`src/rtl/coef_bank_pkg.sv`:
```
package coef_bank_pkg;
  // width of an index able to hold values 0..n-1, never less than one bit
  function automatic int idx_w(input int n);
    return (n > 1) ? $clog2(n) : 1;
  endfunction
endpackage

```
`src/rtl/coef_col_sel.sv`:
```
module coef_col_sel
  import coef_bank_pkg::*;
#(
  parameter int WORD_W = 32,
  localparam int CW = idx_w(WORD_W)
) (
  input  logic          clk,
  input  logic          rst,
  output logic [CW-1:0] col,
  output logic          at_first,
  output logic          at_last
);
  localparam logic [CW-1:0] LAST = CW'(WORD_W - 1);

  assign at_last  = (col == LAST);
  assign at_first = (col == '0);

  always_ff @(posedge clk) begin
    if (rst)          col <= '0;
    else if (at_last) col <= '0;
    else              col <= col + 1'b1;
  end

  p_col_wrap_r2: assert property (@(posedge clk) disable iff (rst)
    at_last |=> (col == '0));
  p_col_step_r2: assert property (@(posedge clk) disable iff (rst)
    !at_last |=> (col == $past(col) + 1'b1));
endmodule

```
`src/rtl/coef_shadow.sv`:
```
module coef_shadow #(
  parameter int NUM_REGS = 12,
  parameter int WORD_W   = 32,
  parameter int HOST_AW  = 4
) (
  input  logic                             clk,
  input  logic                             rst,
  input  logic                             wr_en,
  input  logic [HOST_AW-1:0]               wr_addr,
  input  logic [WORD_W-1:0]                wr_data,
  output logic [NUM_REGS-1:0][WORD_W-1:0]  stage
);
  // row decoder: out-of-range addresses match no row
  for (genvar i = 0; i < NUM_REGS; i++) begin : g_row
    logic hit;
    assign hit = wr_en && (wr_addr == HOST_AW'(i));
    always_ff @(posedge clk) begin
      if (rst)      stage[i] <= '0;
      else if (hit) stage[i] <= wr_data;
    end
  end

  p_oob_ignored_r6: assert property (@(posedge clk) disable iff (rst)
    (wr_en && (int'(wr_addr) >= NUM_REGS)) |=> $stable(stage));
  p_row_written_r1: assert property (@(posedge clk) disable iff (rst)
    (wr_en && (int'(wr_addr) < NUM_REGS)) |=> (stage[$past(wr_addr)] == $past(wr_data)));
endmodule

```
`src/rtl/coef_active.sv`:
```
module coef_active
  import coef_bank_pkg::*;
#(
  parameter int NUM_REGS = 12,
  parameter int WORD_W   = 32,
  localparam int CW = idx_w(WORD_W)
) (
  input  logic                             clk,
  input  logic                             rst,
  input  logic                             load,
  input  logic                             boundary,
  input  logic [NUM_REGS-1:0][WORD_W-1:0]  stage,
  input  logic [CW-1:0]                    col,
  output logic [NUM_REGS-1:0]              bit_out
);
  logic [NUM_REGS-1:0][WORD_W-1:0] live;

  always_ff @(posedge clk) begin
    if (rst)       live <= '0;
    else if (load) live <= stage;
  end

  // every row reads the same column; registered serial outputs
  for (genvar i = 0; i < NUM_REGS; i++) begin : g_out
    always_ff @(posedge clk) begin
      if (rst) bit_out[i] <= 1'b0;
      else     bit_out[i] <= live[i][col];
    end
  end

  p_load_on_boundary_r3: assert property (@(posedge clk) disable iff (rst)
    load |-> boundary);
  p_live_copy_r3: assert property (@(posedge clk) disable iff (rst)
    load |=> (live == $past(stage)));
  p_live_hold_r8: assert property (@(posedge clk) disable iff (rst)
    !load |=> $stable(live));
endmodule

```
`src/rtl/coef_bank.sv`:
```
module coef_bank
  import coef_bank_pkg::*;
#(
  parameter int NUM_REGS = 12,
  parameter int WORD_W   = 32,
  parameter int HOST_AW  = 4
) (
  input  logic                 clk,
  input  logic                 rst,
  input  logic                 wr_en,
  input  logic [HOST_AW-1:0]   wr_addr,
  input  logic [WORD_W-1:0]    wr_data,
  input  logic                 commit_req,
  output logic [NUM_REGS-1:0]  bit_out,
  output logic                 word_first
);
  localparam int CW = idx_w(WORD_W);

  initial begin
    if (NUM_REGS > (1 << HOST_AW)) $error("coef_bank: HOST_AW too narrow for NUM_REGS");
    if (WORD_W < 2) $error("coef_bank: WORD_W must be at least 2");
  end

  logic [CW-1:0]                   col;
  logic                            at_first, at_last;
  logic [NUM_REGS-1:0][WORD_W-1:0] stage;
  logic                            pend;
  logic                            load;

  coef_col_sel #(.WORD_W(WORD_W)) u_col (
    .clk(clk), .rst(rst), .col(col), .at_first(at_first), .at_last(at_last)
  );

  coef_shadow #(.NUM_REGS(NUM_REGS), .WORD_W(WORD_W), .HOST_AW(HOST_AW)) u_stage (
    .clk(clk), .rst(rst), .wr_en(wr_en), .wr_addr(wr_addr),
    .wr_data(wr_data), .stage(stage)
  );

  // commit fires on the last column; earlier requests wait in pend
  assign load = at_last && (commit_req || pend);

  always_ff @(posedge clk) begin
    if (rst)             pend <= 1'b0;
    else if (load)       pend <= 1'b0;
    else if (commit_req) pend <= 1'b1;
  end

  coef_active #(.NUM_REGS(NUM_REGS), .WORD_W(WORD_W)) u_live (
    .clk(clk), .rst(rst), .load(load), .boundary(at_last),
    .stage(stage), .col(col), .bit_out(bit_out)
  );

  always_ff @(posedge clk) begin
    if (rst) word_first <= 1'b0;
    else     word_first <= at_first;
  end

  p_pend_set_r4: assert property (@(posedge clk) disable iff (rst)
    (commit_req && !at_last) |=> pend);
  p_pend_clear_r4: assert property (@(posedge clk) disable iff (rst)
    (pend && at_last) |=> !pend);
  p_first_single_r2: assert property (@(posedge clk) disable iff (rst)
    word_first |=> !word_first);
endmodule

```
`config.mk`:
```
export PLATFORM = sky130hd
export DESIGN_NAME = coef_bank
export DESIGN_NICKNAME = d
export VERILOG_FILES = /design/src/rtl/coef_bank_pkg.sv /design/src/rtl/coef_col_sel.sv /design/src/rtl/coef_shadow.sv /design/src/rtl/coef_active.sv /design/src/rtl/coef_bank.sv
export SDC_FILE = /design/constraint.sdc
export NUM_CORES = 2
export LEC_CHECK = 0
export BUFFER_PORTS_ARGS = -buffer_cell sky130_fd_sc_hd__buf_2
export CAP_MARGIN = 30
export CORE_ASPECT_RATIO = 1.4
export CORE_MARGIN = 8
export CORE_UTILIZATION = 35
export CTS_CLUSTER_DIAMETER = 120
export DETAILED_ROUTE_END_ITERATION = 8
export GPL_TIMING_DRIVEN = 0
export PLACE_DENSITY_LB_ADDON = 0.15
export SYNTH_ARGS = -nofsm -noshare
export SYNTH_HDL_FRONTEND = slang
export SYNTH_SLANG_ARGS = --single-unit
```
`constraint.sdc`:
```
create_clock -name clk -period 3.3 [get_ports clk]
set_input_delay 0.495 -clock clk [delete_from_list [all_inputs] [get_ports clk]]
set_output_delay 0.495 -clock clk [all_outputs]
set_load 0.05 [all_outputs]
```
# Word level (Yosys, flattened, before mapping)
# Index checks and enable logic that the tools add are counted.
[word_totals]
out_inout_bits = 13
input_bits = 40
elab_cells = 95
regBits = 787
[classes]
n_addsub = 1
n_mux = 24
reduce_logical = 18
n_eq_ne = 12
magnitude_cmp = 1
[op_table]
columns = ["operator", "n"]
rows = [
  ["1-bit binary-select mux with 5-bit select", 12],
  ["4-bit by 3-bit == test with 1-bit output, second input constant", 4],
  ["4-bit == test, second input constant", 4],
  ["1-bit logical AND", 13],
  ["1-bit 2-to-1 mux", 12],
  ["4-bit by 2-bit == test with 1-bit output, second input constant", 2],
  ["5-bit by 6-bit < comparator with 1-bit output, second input constant", 1],
  ["5-bit by 1-bit adder with 5-bit output, second input constant", 1],
  ["5-bit == test, second input constant", 1],
  ["5-bit zero test", 1],
  ["4-bit by 1-bit == test with 1-bit output, second input constant", 1],
  ["4-bit zero test", 1],
  ["2-bit OR reduction", 2],
  ["1-bit logical OR", 1],
]

# Depth between registers and ports, before layout
[logic_depth]
word_depth = 3
depth_mapped = 12
depth_no_buf = 6

# By module
# From an unflattened synthesis, not the netlist that was laid out.
[unflattened]
hier_cells = 2839
hier_area_um2 = 32203.4
[by_module_without_submodules]
columns = ["mod", "seq_area_each_um2", "cells_per_inst", "area_each_um2", "n_inst"]
rows = [
  ["coef_active", 7927.6, 1490, 16980.0, 1],
  ["coef_shadow", 7687.4, 1322, 14930.6, 1],
  ["coef_col_sel", 100.1, 21, 224.0, 1],
  ["coef_bank", 40.0, 6, 68.8, 1],
]

# Worst setup path before layout
# OpenSTA, ideal clock, no wires.
[synth_timing]
path_type = "register -> register"
from = "register u_col.col[3]"
to = "register u_live.live[32] in the netlist's numbering"
slack_ps = 901
n_path_buf = 6
period_less_slack_ps = 2399
required_ps = 3230
t_arrival_ps = 2329
setup_ps = 70
stages_incl_launch_ff = 12
path_cell_list = "dfxtp_1 clkbuf_1 buf_1 and3_1 ha_1 buf_2 nor2b_1 buf_2 clkbuf_1 clkbuf_1 nand2_1 a21oi_1"
[synth_between]
elab_chain_len = 2
[synth_lines]
columns = ["item", "line_no", "text"]
rows = [
  ["start, declared", "coef_col_sel.sv:9", "output logic [CW-1:0] col,"],
  ["start signal, assigned", "coef_col_sel.sv:21", "else col <= col + 1'b1;"],
  ["5-bit == test", "coef_col_sel.sv:15", "assign at_last = (col == LAST);"],
  ["1-bit logical AND", "coef_bank.sv:40", "assign load = at_last && (commit_req || pend);"],
  ["end signal, assigned", "coef_active.sv:20", "else if (load) live <= stage;"],
  ["end, declared", "coef_active.sv:16", "logic [NUM_REGS-1:0][WORD_W-1:0] live;"],
]
# No other way between the ends.
# A chain may end at the register's enable or synchronous reset.

# Worst setup path after layout
[layout_timing]
from = "register u_col.col[2]"
to = "register u_live.live[20] in the netlist's numbering"
# The elaborated chain is that of the path after synthesis.

==> results.json <==
{
  "synth_ff_type": "dfxtp_1",
  "grt_pass1_vias": 24500,
  "synth_warnings": 0,
  "rsz0062_at_grt": "true",
  "hold_start": "wr_data[12]",
  "dpl.hpwl_microns": 78300,
  "fin_nets": 3911,
  "area_delta_synth_final_pct": 15.6,
  "cts_max_path_buffers": 3,
  "place_area_sq_mm": 0.0319,
  "critPathMaxFanout": 19,
  "wl_per_cell_microns": 22.5,
  "antenna_found_initial": 5,
  "clockRootBuffer": "clkbuf_16",
  "via_count": 25600,
  "r2r_start": "u_col.col[2]",
  "syn-instance-count": 3715,
  "overflow": 0,
  "p_clk_frac": 0.462,
  "ctsHoldBuffers": 0,
  "p_sw_frac": 0.243,
  "cp-end-kind": "flop",
  "fin_worst_skew_ps": 22.0,
  "crit_chain": "buf_6 > buf_4 > and3_1 > ha_1 > buf_2 > nor2b_1 > buf_2 > clkbuf_2 > buf_1 > nand2_1 > a21oi_1",
  "remaining_drc_errors": 0,
  "die-area_sq_mm": 0.0954,
  "yosysTopAreaCell": "dfxtp_1",
  "clk_latency_ps": 650,
  "place_congestion": 0.864,
  "reg2reg_depth": 11,
  "rrSetupSlack_ps": 120,
  "rows": 127,
  "viasPerCell": 5.09,
  "dr.pass1.iters": 7,
  "synth_area_leaders": "dfxtp_1, nand2_1, a21oi_1, mux4_2, clkbuf_1",
  "cts_made_buffers": 80,
  "slew_viol_final": 0,
  "post-route-min-period_ps": 3180,
  "startpoint": "u_col.col[2]",
  "hp-class": "in2reg",
  "drtIter0Drc": 2050,
  "synth_edf_count": 0,
  "maxSlewHeadroom": 0.309,
  "tightest_slew_ps": 1040,
  "p_int_mw": 15.1,
  "cp_slowest_cell": "buf_1",
  "postSynth.asyncResetShare": 0,
  "io_pins": 53,
  "min_period_over_period": 0.963,
  "grt_max_degree": 20,
  "clk_transition_reported_paths_ps": 70,
  "power_frac_seq": 0.480,
  "crit_path_end": "u_live.live[20]",
  "io_buffers": 52,
  "stdcell_area_sq_mm": 0.0346,
  "crit_path_frequent_cell": "buf_2",
  "finalHoldWorstSlack_ps": 118,
  "ant_nets": 0,
  "power.density_mw_per_mm2": 577,
  "hold_violations": 0,
  "syn_nets": 3758,
  "start_util": 0.352,
  "combPwrFrac": 0.057,
  "critPathKind": "reg2reg",
  "synth_cell_types": 38,
  "ys_ff_latch": 787,
  "cts.sinks": 787,
  "setup_viol": 0,
  "die-height_microns": 362,
  "fmax_mhz": 315,
  "p_leak_nw": 11.2,
  "cts_setup_buffers": 0,
  "netlist_area_sq_mm": 0.0300,
  "htreeDepth": 3,
  "r2r-end": "u_live.live[20]",
  "cp-start-kind": "flop",
  "ir_drop_uv": 344,
  "track_usage": 0.232,
  "fillCellCount": 8891,
  "p_sw_mw": 4.86,
  "die_w_microns": 263,
  "max-cap-violations": 0,
  "wl_microns": 113000,
  "cp.arrival_ps": 3750,
  "syn_avg_cell_area_sq_um": 8.07,
  "grt_pass1_wl_microns": 165000,
  "yosysSeqAreaShare": 0.526,
  "slowest_delay_ps": 480,
  "synth_top_area_share": 0.526,
  "outcome": "finished, final reports clean",
  "fp.coreArea_sq_mm": 0.0852,
  "drive_gt1_frac": 0.100,
  "power.total_mw": 20.0,
  "cts_tree": "yes",
  "required_ps": 3870
}
[layer usage]
metal	up-vias	global-route usage	routed length (microns)
met1	12200	0.271	45800
met5	-	0	13
met4	2	0.133	7070
met2	642	0.405	55300
li1	12500	-	-
met3	209	0.0319	5150
[synth_stat cells (10+ instances only)]
cell      count
nor2_1       15
buf_2        29
a21oi_1     777
a22oi_1      18
buf_1        18
mux2i_1      48
mux2_2       21
nand2_1    1576
nor2b_1      10
clkbuf_1    259
dfxtp_1     787
mux4_2       72
[state kept, by name, summed over array words and instances, names as in the netlist]
signal / count
u_live.live: 384
u_stage.stage: 384
u_live.bit_out: 12
u_col.col: 5
pend: 1
word_first: 1
[critical path, delay by kind of cell, from the launching register on]
family | cells | cell delay, ps
AOI/OAI and AO/OA | 1 | 130
adders and majority gates | 1 | 120
buffers and inverters | 6 | 2000
and+or+nand+nor | 3 | 470
DFF | 1 | 340
[power groups by stage]
stage          registers (mW)  clock network [mW]  logic (mW)
6_report                 9.60                9.23        1.15
5_1_grt                  9.60                9.75        1.19
4_1_cts                  9.60                9.38        1.15
3_5_place_dp             9.81                   0        1.15
3_3_place_gp             9.81                   0        1.10
2_1_floorplan            9.80                   0       0.522
[cells in the final DEF (no fill, tap or decap), types with 13 or more instances in the layout]
master and instances:
nor2_1 15, mux2_2 21, buf_8 13, clkbuf_2 56
buf_2 81, dfxtp_1 786, mux4_2 72, clkinv_2 14
clkbuf_8 23, a22oi_1 18, a21oi_1 777, clkbuf_16 85
mux2i_1 48, clkbuf_1 218, nand2_1 1576, buf_1 15
[how the worst min path moves through the flow]
stage,to,depth (start not counted)
finish,u_stage.stage[44],3
detailed placement,u_live.live[311],2
floorplan,u_live.live[0],2
global placement,u_live.live[155],2
CTS,u_stage.stage[44],3
global route,u_stage.stage[38],3
[cell type report]
| type | count | area, sq um | share of cell area |
|---|---|---|---|
| Sequential cell | 787 | 15800 | 0.455 |
| Multi-Input combinational cell | 2608 | 12900 | 0.373 |
| Clock buffer | 122 | 2500 | 0.0721 |
| Antenna cell | 4 | 10.0 | 0.000289 |
| Clock inverter | 19 | 134 | 0.00387 |
| Buffer | 315 | 1350 | 0.0389 |
| Timing Repair Buffer | 74 | 583 | 0.0168 |
| Inverter | 2 | 7.51 | 0.000217 |
| Tap cell | 1096 | 1370 | 0.0396 |
[per-stage QoR]
stage                     std cells  worst slack [ps]  TNS [ps]  utilization
after floorplan                3715               901         0            -
after global placement         4863             -1560   -483570        0.371
after detailed placement       4885             -1030   -286250        0.375
after CTS                      5023              14.7         0        0.406
after global routing           5023             -28.3      -205        0.406
final                          5027               123         0        0.406
[logic make-up after synthesis]
kind of cell / Yosys count / share of synthesized area
flops: 787 / 0.526
mux: 141 / 0.0780
buf+inv: 320 / 0.0431
compound gates: 820 / 0.141
simple gates: 1642 / 0.210
xor+xnor: 2 / 0.000585
fa+ha+maj: 3 / 0.00125
[timing repair]
item                                    in CTS  in global routing
endpoints found under the hold margin        0                  0
endpoints found under the setup margin     384                336
cloned                                       0                  0
gates resized for setup                     17                 38
Note: power is estimated with default switching activity, not from simulation.
